### src/rtl/stack_seq.sv
module stack_seq #(
  parameter int PTR_W = 16,
  parameter int BYTE_W = 8,
  parameter int MAX_BYTES = 3,
  parameter logic [PTR_W-9:0] EMU_PAGE = 1
) (
  input  logic                          clk,
  input  logic                          rst_n,
  input  logic                          emu,
  input  logic                          sp_load,
  input  logic [PTR_W-1:0]              sp_load_val,
  input  logic                          start,
  input  logic                          req_push,
  input  logic                          req_native,
  input  logic [$clog2(MAX_BYTES+1)-1:0] req_count,
  input  logic [MAX_BYTES*BYTE_W-1:0]   req_data,
  output logic [PTR_W-1:0]              mem_addr,
  output logic [BYTE_W-1:0]             mem_wdata,
  output logic                          mem_we,
  output logic                          mem_re,
  input  logic [BYTE_W-1:0]             mem_rdata,
  output logic [1:0]                    phase,
  output logic                          pull_valid,
  output logic [BYTE_W-1:0]             pull_byte,
  output logic                          done,
  output logic                          busy,
  output logic [PTR_W-1:0]              sp
);
  localparam int CNT_W = $clog2(MAX_BYTES+1);
  localparam logic [PTR_W-1:0] SP_RESET = {EMU_PAGE, 8'hFF};

  typedef enum logic [1:0] {S_IDLE, S_INT, S_ACC, S_DONE} state_t;

  state_t                      state;
  logic                        push_q, nat_q, emu_q, pre_q;
  logic [CNT_W-1:0]            bcnt;
  logic [MAX_BYTES*BYTE_W-1:0] data_q, data_sh;
  logic [PTR_W-1:0]            sp_inc, sp_dec, tgt, sp_nx;
  logic                        paged, accept;

  assign paged  = emu && !nat_q;
  assign accept = start && state == S_IDLE && req_count != '0 && int'(req_count) <= MAX_BYTES;
  assign sp_inc = paged ? {sp[PTR_W-1:8], sp[7:0] + 8'd1} : sp + 1'b1;
  assign sp_dec = paged ? {sp[PTR_W-1:8], sp[7:0] - 8'd1} : sp - 1'b1;
  assign tgt    = push_q ? sp : sp_inc;

  assign busy       = state != S_IDLE;
  assign done       = state == S_DONE;
  assign mem_we     = state == S_ACC && push_q;
  assign mem_re     = state == S_ACC && !push_q;
  assign mem_addr   = state != S_ACC ? '0 : (paged ? {EMU_PAGE, tgt[7:0]} : tgt);
  assign data_sh    = data_q >> (BYTE_W * (int'(bcnt) - 1));
  assign mem_wdata  = mem_we ? data_sh[BYTE_W-1:0] : '0;
  assign pull_valid = mem_re;
  assign pull_byte  = mem_re ? mem_rdata : '0;
  assign phase      = state == S_INT ? 2'b01 : (state == S_ACC ? {1'b1, !push_q} : 2'b00);

  always_comb begin
    sp_nx = sp;
    if (state == S_IDLE && sp_load) sp_nx = sp_load_val;
    else if (state == S_ACC) sp_nx = push_q ? sp_dec : sp_inc;
    if (emu && !emu_q) sp_nx[PTR_W-1:8] = EMU_PAGE;
  end

  always_ff @(posedge clk) begin
    if (!rst_n) begin
      state  <= S_IDLE;
      sp     <= SP_RESET;
      emu_q  <= 1'b0;
      push_q <= 1'b0;
      nat_q  <= 1'b0;
      pre_q  <= 1'b0;
      bcnt   <= '0;
      data_q <= '0;
    end else begin
      sp    <= sp_nx;
      emu_q <= emu;
      case (state)
        S_IDLE: if (accept) begin
          state  <= S_INT;
          push_q <= req_push;
          nat_q  <= req_native;
          pre_q  <= !req_push;
          bcnt   <= req_count;
          data_q <= req_data;
        end
        S_INT: begin
          if (pre_q) pre_q <= 1'b0;
          else state <= S_ACC;
        end
        S_ACC: begin
          bcnt <= bcnt - 1'b1;
          if (bcnt == CNT_W'(1)) state <= S_DONE;
        end
        default: state <= S_IDLE;
      endcase
    end
  end
endmodule

### config.mk
export PLATFORM = sky130hd
export DESIGN_NAME = stack_seq
export DESIGN_NICKNAME = d
export VERILOG_FILES = /design/src/rtl/stack_seq.sv
export SDC_FILE = /design/constraint.sdc
export NUM_CORES = 1
export LEC_CHECK = 0
export ABC_AREA = 1
export BUFFER_PORTS_ARGS = -buffer_cell sky130_fd_sc_hd__buf_2
export CORE_ASPECT_RATIO = 1.1
export CORE_MARGIN = 4
export CORE_UTILIZATION = 55
export CTS_CLUSTER_SIZE = 14
export DETAILED_ROUTE_END_ITERATION = 6
export GPL_TIMING_DRIVEN = 0
export PLACE_DENSITY = 0.88
export REMOVE_ABC_BUFFERS = 1
export SLEW_MARGIN = 20
export SYNTH_ARGS = -nofsm -noshare
export SYNTH_HDL_FRONTEND = slang
export SYNTH_SLANG_ARGS = --single-unit
### constraint.sdc
create_clock -name clk -period 4.16 [get_ports clk]
set_clock_uncertainty 0.05 [all_clocks]
set_input_delay 0.624 -clock clk [delete_from_list [all_inputs] [get_ports clk]]
set_output_delay 0.624 -clock clk [all_outputs]
set_load 0.02 [all_outputs]
==> impl_metrics.env, run 1 <==
export IMPL_slowest_delay_ps=760
export IMPL_leakage_nw=2.11
export IMPL_synthFlopType="dfxtp_1"
export IMPL_fp_dieW_microns=84.2
export IMPL_synth_area_sq_um=3510
export IMPL_min_path_type="reg -> reg"
export IMPL_max_freq_mhz=298
export IMPL_crit_arrival_ps=2680
export IMPL_drt_iter0_drc=326
export IMPL_max_slew_margin_pct=30.2
export IMPL_hold_depth=2
export IMPL_die_area_sq_um=7720
export IMPL_synth_edf_count=0
export IMPL_grt_pass1_vias=3469
export IMPL_io_pins=112
export IMPL_dr_pass1_iters=5
export IMPL_final_nets=695
export IMPL_ctsResizeCount=0
export IMPL_synthTopCellsByCount="nand2_1 (99), nor2_1 (92), dfxtp_1 (48), o21ai_0 (44), inv_1 (41)"
export IMPL_placed_cell_area_sq_um=3990
export IMPL_grt_max_degree=39
export IMPL_cts_root_buf="clkbuf_8"
export IMPL_start_kind="flip-flop"
export IMPL_fp_row_count=30
export IMPL_start_util_pct=56.7
export IMPL_cap_violations=0
export IMPL_drive_gt1_share_pct=28.9
export IMPL_dpl_hpwl_mm=7.00
export IMPL_period_share_pct=80.6
export IMPL_crit_path_top_delay_cell="dfxtp_1"
export IMPL_die_y_microns=91.8
export IMPL_cts_buffer_depth=2
export IMPL_powerDensity_nw_per_um2=630
export IMPL_ys_types=35
export IMPL_grt_use_total_pct=24.1
export IMPL_multi_input_area_sq_um=2170
export IMPL_port_buffers=111
export IMPL_cts_tree="built"
export IMPL_outcome="finished, final reports clean"
export IMPL_regArea_sq_um=961
export IMPL_synth_top_area_share_pct=27.4
export IMPL_fp_coreArea_sq_um=6190
export IMPL_synth_yosys_warnings=0
export IMPL_synthTopCellsByArea="dfxtp_1 (27%), nand2_1 (11%), nor2_1 (9.8%)"
export IMPL_area_growth_pct=17.6
export IMPL_tns_ps=0
export IMPL_numCtsBuffers=5
export IMPL_crit_chain="inv_2 -> ha_1 -> clkinv_1 -> a21oi_1 -> a211oi_1 -> buf_2"
export IMPL_synthArstFlopShare_pct=0
export IMPL_worst_slew_pin_slew_ps=1050
export IMPL_nFillCells=561
export IMPL_postRouteAntennaNets=0
export IMPL_wire_per_inst_microns=13.4
export IMPL_fin_area_sq_um=4130
export IMPL_clock_sinks=48
export IMPL_ys_seq_elements=48
export IMPL_cts_hold_buf=0
export IMPL_syn_inst=539
export IMPL_vias_per_cell=5.50
export IMPL_place_congestion=0.898
export IMPL_path_clk_slew_ps=90
export IMPL_fin_crit_ps=3350
export IMPL_grt_pass1_wl_mm=15.7
export IMPL_peakVddDrop_mv=0.366
export IMPL_worst_r2r_cell_count=8
export IMPL_hold_violations=0
export IMPL_synth_seq_area_share_pct=27.4
export IMPL_cts_setup_buffers=0
export IMPL_synth_top_cell_by_area="dfxtp_1"
export IMPL_syn_area_per_cell_sq_um=6.51
export IMPL_setup_viol_count_final=0
export IMPL_path_max_fanout=19
export IMPL_drc=0
export IMPL_antenna_found_initial=0
export IMPL_grt_setup_unrepaired="no"
export IMPL_via_count=3897
export IMPL_yosysMostFrequentCell="nand2_1"
export IMPL_finalWirelength_mm=9.53
export IMPL_gr_total_overflow=0
export IMPL_clock_latency_ps=300
export IMPL_crit_required_ps=3490
export IMPL_h_tree_depth=2
export IMPL_antennaDiodeCount=0
export IMPL_path_class="reg -> out"
export IMPL_worst_setup_path_end_kind="output pin"
export IMPL_slew_viol_final=0
[where the power goes]
part	total, W	switching [W]	internal, W
logic	0.00139	0.000940	0.000447
clock network	0.000410	0.000168	0.000242
registers	0.000803	0.000213	0.000590
[sequential cells by signal, summed over array words and instances (netlist names)]
name,flops
data_q,24
sp,16
bcnt,2
state,2
emu_q,1
nat_q,1
pre_q,1
push_q,1
[layout make-up]
| cell class | instances | area share, % |
|---|---|---|
| well taps | 80 | 2.42 |
| inverters | 54 | 4.91 |
| clock buffers | 5 | 1.67 |
| clock inverters | 3 | 1.67 |
| multi-input cells | 408 | 52.6 |
| flip-flops and latches | 48 | 23.3 |
| repair buffers | 111 | 13.5 |
[placed cells by master, fill, tap and decap left out, drive strengths merged]
cell type  count
nand2        115
buf          111
nor2         107
inv           53
dfxtp         48
o21ai         47
nand3         47
a21oi         42
ha            10
a211oi         9
o2111ai        5
clkbuf         5
or2            4
xor2           4
nor3           4
nand4          3
a31oi          3
o211ai         3
clkinv         2
o22ai          2
a221oi         2
bufinv         2
o221ai         1
[worst paths after layout]
path                    startpoint                  end  slack (ps)
max           bcnt[0]$_SDFFE_PN0P_         mem_wdata[6]         810
min             nat_q$_SDFFE_PN0P_   nat_q$_SDFFE_PN0P_         430
max reg2reg  state[0]$_SDFFE_PN0P_  sp[11]$_SDFFE_PP0P_        1530
min reg2reg     nat_q$_SDFFE_PN0P_   nat_q$_SDFFE_PN0P_         430
[logic make-up (layout without fill, tap and decap cells)]
| family | Yosys count | after routing | synth area share (%) |
|---|---|---|---|
| adder cells (fa/ha/maj) | 10 | 10 | 3.57 |
| XOR/XNOR | 4 | 4 | 0.998 |
| buffers and inverters | 83 | 173 | 10.7 |
| flip-flops | 48 | 48 | 27.4 |
| AND/OR/NAND/NOR | 280 | 280 | 38.9 |
| AO/OA/AOI/OAI | 114 | 114 | 18.5 |
[worst max-delay path, delay by kind of cell (launching register included)]
family / cells / cell delay [ps]
AO/OA/AOI/OAI: 2 / 320
flip-flops: 1 / 760
buffers and inverters: 3 / 730
adder cells (fa/ha/maj): 1 / 570
[routing by layer]
layer  global-route usage [%]  routed length (microns)
met1                     32.7                     4020
met2                     38.9                     4490
met3                     4.85                      912
met4                     6.17                      114
met5                        0                        0
[stage by stage]
step	total power (W)	std cells	setup slack, ps	utilization [%]	hold slack [ps]
floorplan	0.00179	510	1430	-	397
global placement	0.00213	701	1200	64.4	414
detailed placement	0.00218	701	1180	64.4	420
CTS	0.00259	709	833	66.7	433
global route	0.00281	709	627	66.7	464
finish	0.00260	709	807	66.7	427
(Power assumes the default switching activity.)
==> inputs of run 2 (changes only) <==
--- a/config.mk
+++ b/config.mk
@@ -9,11 +9,11 @@
 export BUFFER_PORTS_ARGS = -buffer_cell sky130_fd_sc_hd__buf_2
 export CORE_ASPECT_RATIO = 1.1
 export CORE_MARGIN = 4
-export CORE_UTILIZATION = 55
+export CORE_UTILIZATION = 47
 export CTS_CLUSTER_SIZE = 14
 export DETAILED_ROUTE_END_ITERATION = 6
 export GPL_TIMING_DRIVEN = 0
-export PLACE_DENSITY = 0.88
+export PLACE_DENSITY = 0.81
 export REMOVE_ABC_BUFFERS = 1
 export SLEW_MARGIN = 20
 export SYNTH_ARGS = -nofsm -noshare
==> constraint.sdc (replaced) <==
create_clock -name clk -period 2.9 [get_ports clk]
set_clock_uncertainty 0.05 [all_clocks]
set_input_delay 0.435 -clock clk [delete_from_list [all_inputs] [get_ports clk]]
set_output_delay 0.435 -clock clk [all_outputs]
set_load 0.02 [all_outputs]
==> impl_metrics.env, run 2 (synthesis results as in run 1) <==
export IMPL_period_share_pct=93.1
export IMPL_grt_pass1_wl_mm=16.7
export IMPL_numCtsBuffers=5
export IMPL_path_max_fanout=8
export IMPL_antenna_found_initial=0
export IMPL_via_count=3861
export IMPL_setup_viol_count_final=0
export IMPL_layout_commonest_cell="buf_2"
export IMPL_cts_root_buf="clkbuf_8"
export IMPL_finalWirelength_mm=9.91
export IMPL_largest_reg_flops=24
export IMPL_cts_tree="built"
export IMPL_io_pins=112
export IMPL_path_clk_slew_ps=100
export IMPL_fin_crit_ps=2700
export IMPL_grt_setup_unrepaired="no"
export IMPL_largestRegisters="data_q x24, sp x16"
export IMPL_cts_buffer_depth=2
export IMPL_grt_pass1_vias=3758
export IMPL_fp_row_count=32
export IMPL_place_congestion=0.887
export IMPL_hold_violations=0
export IMPL_cts_setup_buffers=0
export IMPL_cap_violations=0
export IMPL_drc=0
export IMPL_grt_max_degree=39
export IMPL_p_switching_w=0.00191
export IMPL_clock_sinks=48
export IMPL_clock_latency_ps=300
export IMPL_port_buffers=111
export IMPL_max_freq_mhz=370
export IMPL_max_slew_margin_pct=45.8
export IMPL_hold_slack_ps=299
export IMPL_power_w=0.00366
export IMPL_ctsResizeCount=3
export IMPL_worst_setup_path_end_kind="output pin"
export IMPL_wire_per_inst_microns=13.9
export IMPL_dpl_hpwl_mm=7.30
export IMPL_tns_ps=0
export IMPL_seq_power_share_pct=31.6
export IMPL_start_util_pct=49.2
export IMPL_final_nets=695
export IMPL_antennaDiodeCount=0
export IMPL_area_growth_pct=17.4
export IMPL_drt_iter0_drc=215
export IMPL_combPwrFrac_pct=54.5
export IMPL_crit_arrival_ps=2220
export IMPL_grt_use_total_pct=22.0
export IMPL_clkPwrFrac_pct=13.9
export IMPL_slew_viol_final=0
export IMPL_most_common_layout_cells="buf_2 (111), nand2_1 (99), nor2_1 (92), dfxtp_1 (46), o21ai_0 (44)"
export IMPL_place_ws_ps=16.5
export IMPL_fp_coreArea_sq_um=7130
export IMPL_switching_share_pct=52.1
export IMPL_die_area_sq_um=8920
export IMPL_die_y_microns=98.6
export IMPL_cts_hold_buf=0
export IMPL_worst_slew_pin_slew_ps=804
export IMPL_postRouteAntennaNets=0
export IMPL_leakage_nw=2.10
export IMPL_drive_gt1_share_pct=29.6
export IMPL_vias_per_cell=5.41
export IMPL_fp_dieW_microns=90.4
export IMPL_gr_total_overflow=0
export IMPL_start_kind="flip-flop"
export IMPL_path_class="reg -> out"
export IMPL_largest_register="data_q"
export IMPL_min_path_type="in -> reg"
export IMPL_outcome="finished, final reports clean"
export IMPL_h_tree_depth=2
export IMPL_setup_ws_ps=200
export IMPL_powerDensity_nw_per_um2=890
export IMPL_intPower_w=0.00176
export IMPL_crit_required_ps=2410
export IMPL_dr_pass1_iters=5
export IMPL_peakVddDrop_mv=0.573
## run 2: worst paths after layout
kind | startpoint | endpoint | slack, ps | cells past startpoint
worst min-delay path | req_data[6] | data_q[6]$_SDFFE_PN0P_ | 300 | 3
worst min register to register | nat_q$_SDFFE_PN0P_ | nat_q$_SDFFE_PN0P_ | 440 | 2
worst max register to register | state[0]$_SDFFE_PN0P_ | sp[10]$_SDFFE_PP0P_ | 220 | 8
worst max-delay path | state[0]$_SDFFE_PN0P_ | mem_wdata[3] | 200 | 6
## run 2: through the flow
step           instance area [sq um]  std cells  utilization [%]
2_1_floorplan                   3340        510                -
3_3_place_gp                    4000        706             56.1
3_5_place_dp                    4000        706             56.1
4_1_cts                         4120        714             57.8
5_1_grt                         4120        714             57.8
6_report                        4120        714             57.8
## run 2: per-layer routing
metal | part of all wire (%) | GRT usage (%)
met2 | 49 | 38.0
met4 | 1.3 | 6.60
met1 | 42 | 27.4
met3 | 8.3 | 4.89
met5 | 0 | 0
## run 2: cell type report
cell class / count / area, sq um
Clock buffer: 5 / 68.8
Clock inverter: 3 / 46.3
Fill cell: 713 / 3010
Inverter: 54 / 204
Multi-Input combinational cell: 408 / 2170
Sequential cell: 48 / 963
Tap cell: 85 / 106
Timing Repair Buffer: 111 / 556
## run 2: critical path, stage by stage, from the launching register on
cell      delay [ps]
dfxtp_1          350
inv_1            110
ha_1             330
nand2_1          220
or2_2            460
a211oi_1         240
buf_2            220
## run 2: power groups by stage
stage / Clock, W / Sequential [W] / Combinational [W]
final: 0.000509 / 0.00116 / 0.00200
after global routing: 0.000542 / 0.00119 / 0.00225
after CTS: 0.000518 / 0.00115 / 0.00200
after detailed placement: 0 / 0.00117 / 0.00198
after global placement: 0 / 0.00115 / 0.00193
after floorplan: 0 / 0.00119 / 0.00138
==> inputs of run 3 (changes only) <==
--- a/config.mk
+++ b/config.mk
@@ -7,7 +7,7 @@
 export LEC_CHECK = 0
 export ABC_AREA = 1
 export BUFFER_PORTS_ARGS = -buffer_cell sky130_fd_sc_hd__buf_2
-export CORE_ASPECT_RATIO = 1.1
+export CORE_ASPECT_RATIO = 0.7
 export CORE_MARGIN = 4
 export CORE_UTILIZATION = 47
 export CTS_CLUSTER_SIZE = 14
==> impl_metrics.env, run 3 (synthesis results as in run 1) <==
export IMPL_crit_required_ps=2410
export IMPL_dpl_hpwl_mm=7.35
export IMPL_max_slew_margin_pct=39.2
export IMPL_dr_pass1_iters=5
export IMPL_grt_pass1_wl_mm=16.8
export IMPL_outcome="finished, final reports clean"
export IMPL_grt_use_total_pct=22.6
export IMPL_largest_register="data_q"
export IMPL_most_common_layout_cells="buf_2 (111), nand2_1 (99), nor2_1 (92), dfxtp_1 (46), o21ai_0 (44)"
export IMPL_die_area_sq_um=8940
export IMPL_period_share_pct=93.2
export IMPL_worst_r2r_cell_count=8
export IMPL_crit_arrival_ps=2220
export IMPL_postRouteAntennaNets=0
export IMPL_vias_per_cell=5.35
export IMPL_worst_slew_pin_slew_ps=903
export IMPL_peakVddDrop_mv=0.408
export IMPL_leakage_nw=2.10
export IMPL_r2r_end="sp[10]$_SDFFE_PP0P_"
export IMPL_worst_setup_path_end_kind="output pin"
export IMPL_finalWirelength_mm=10.3
export IMPL_gr_total_overflow=0
export IMPL_fin_crit_ps=2700
export IMPL_timing_rr_start="state[1]$_SDFFE_PN0P_"
export IMPL_hold_violations=0
export IMPL_port_buffers=111
export IMPL_h_tree_depth=2
export IMPL_tns_ps=0
export IMPL_path_class="reg -> out"
export IMPL_cts_root_buf="clkbuf_8"
export IMPL_cts_buffer_depth=2
export IMPL_drc=0
export IMPL_cts_setup_buffers=0
export IMPL_path_clk_slew_ps=100
export IMPL_placed_cell_area_sq_um=4010
export IMPL_path_max_fanout=8
export IMPL_powerDensity_nw_per_um2=897
export IMPL_largestRegisters="data_q x24, sp x16"
export IMPL_max_freq_mhz=370
export IMPL_fp_row_count=26
export IMPL_die_y_microns=80.3
export IMPL_fin_area_sq_um=4150
export IMPL_antennaDiodeCount=0
export IMPL_wire_per_inst_microns=14.2
export IMPL_via_count=3892
export IMPL_nFillCells=729
export IMPL_fp_coreArea_sq_um=7290
export IMPL_placed_cells=719
export IMPL_start_kind="flip-flop"
export IMPL_largest_reg_flops=24
export IMPL_min_path_type="in -> reg"
export IMPL_layout_cells_non_filler=727
export IMPL_grt_pass1_vias=3613
export IMPL_power_w=0.00372
export IMPL_clock_sinks=48
export IMPL_place_ws_ps=93.2
export IMPL_numCtsBuffers=5
export IMPL_setup_viol_count_final=0
export IMPL_cap_violations=0
export IMPL_clock_latency_ps=310
export IMPL_area_growth_pct=18.3
export IMPL_place_congestion=0.912
export IMPL_slew_viol_final=0
export IMPL_fp_dieW_microns=111
export IMPL_grt_max_degree=39
export IMPL_layout_commonest_cell="buf_2"
export IMPL_setup_ws_ps=197
export IMPL_rrSetupSlack_ps=340
export IMPL_setup_worst_path_end="mem_wdata[2]"
export IMPL_grt_setup_unrepaired="no"
export IMPL_cp_startpoint="state[0]$_SDFFE_PN0P_"
export IMPL_antenna_found_initial=0
export IMPL_drt_iter0_drc=319
export IMPL_drive_gt1_share_pct=29.7
export IMPL_final_nets=695
export IMPL_cts_tree="built"
export IMPL_start_util_pct=48.2
export IMPL_io_pins=112
==> run 3: how the worst min path moves through the flow <==
stage                             from  slack, ps                 endpoint  cells after the start
floorplan           nat_q$_SDFFE_PN0P_        400       nat_q$_SDFFE_PN0P_                      2
finish                    req_data[16]        290  data_q[16]$_SDFFE_PN0P_                      3
detailed placement  nat_q$_SDFFE_PN0P_        420       nat_q$_SDFFE_PN0P_                      2
global route               req_data[5]        290   data_q[5]$_SDFFE_PN0P_                      3
CTS                       req_data[16]        280  data_q[16]$_SDFFE_PN0P_                      3
global placement    nat_q$_SDFFE_PN0P_        410       nat_q$_SDFFE_PN0P_                      2
==> run 3: routing by layer <==
layer  global-route usage, %  part of all wire (%)  vias up
met4                    5.35                   1.4        0
met5                       0                     0        -
met2                    37.1                    44      200
met3                    5.12                   9.7       15
met1                    30.4                    45     1738
li1                        -                     -     1939
==> run 3: power by group <==
part | switching (W) | internal [W] | total [W]
sequential | 0.000316 | 0.000851 | 0.00117
combinational | 0.00138 | 0.000653 | 0.00203
clock | 0.000262 | 0.000261 | 0.000523
total | 0.00196 | 0.00177 | 0.00372
==> run 3: what timing repair did <==
item / 4_1_cts / 5_1_grt
setup endpoints to repair: 8 / 18
gates resized for setup: 2 / 6
hold buffers: 0 / 0
==> run 3: area by class of cell <==
class	instances	area (sq um)	share of cell area, %
Clock buffer	5	68.8	1.66
Clock inverter	3	46.3	1.12
Inverter	54	206	4.97
Multi-Input combinational cell	408	2180	52.6
Sequential cell	48	968	23.3
Tap cell	98	123	2.95
Timing Repair Buffer	111	556	13.4
==> run 3: metrics by stage <==
stage,utilization (%),hold slack [ps]
5_1_grt,57.0,286
2_1_floorplan,-,397
6_report,57.0,286
3_3_place_gp,55.1,414
3_5_place_dp,55.1,418
4_1_cts,56.7,279
==> run 3: critical path: stages (launching register included) <==
cell	delay, ps
dfxtp_1	340
inv_1	110
ha_2	290
nand2_1	200
or2_2	420
a211oi_1	320
buf_2	240
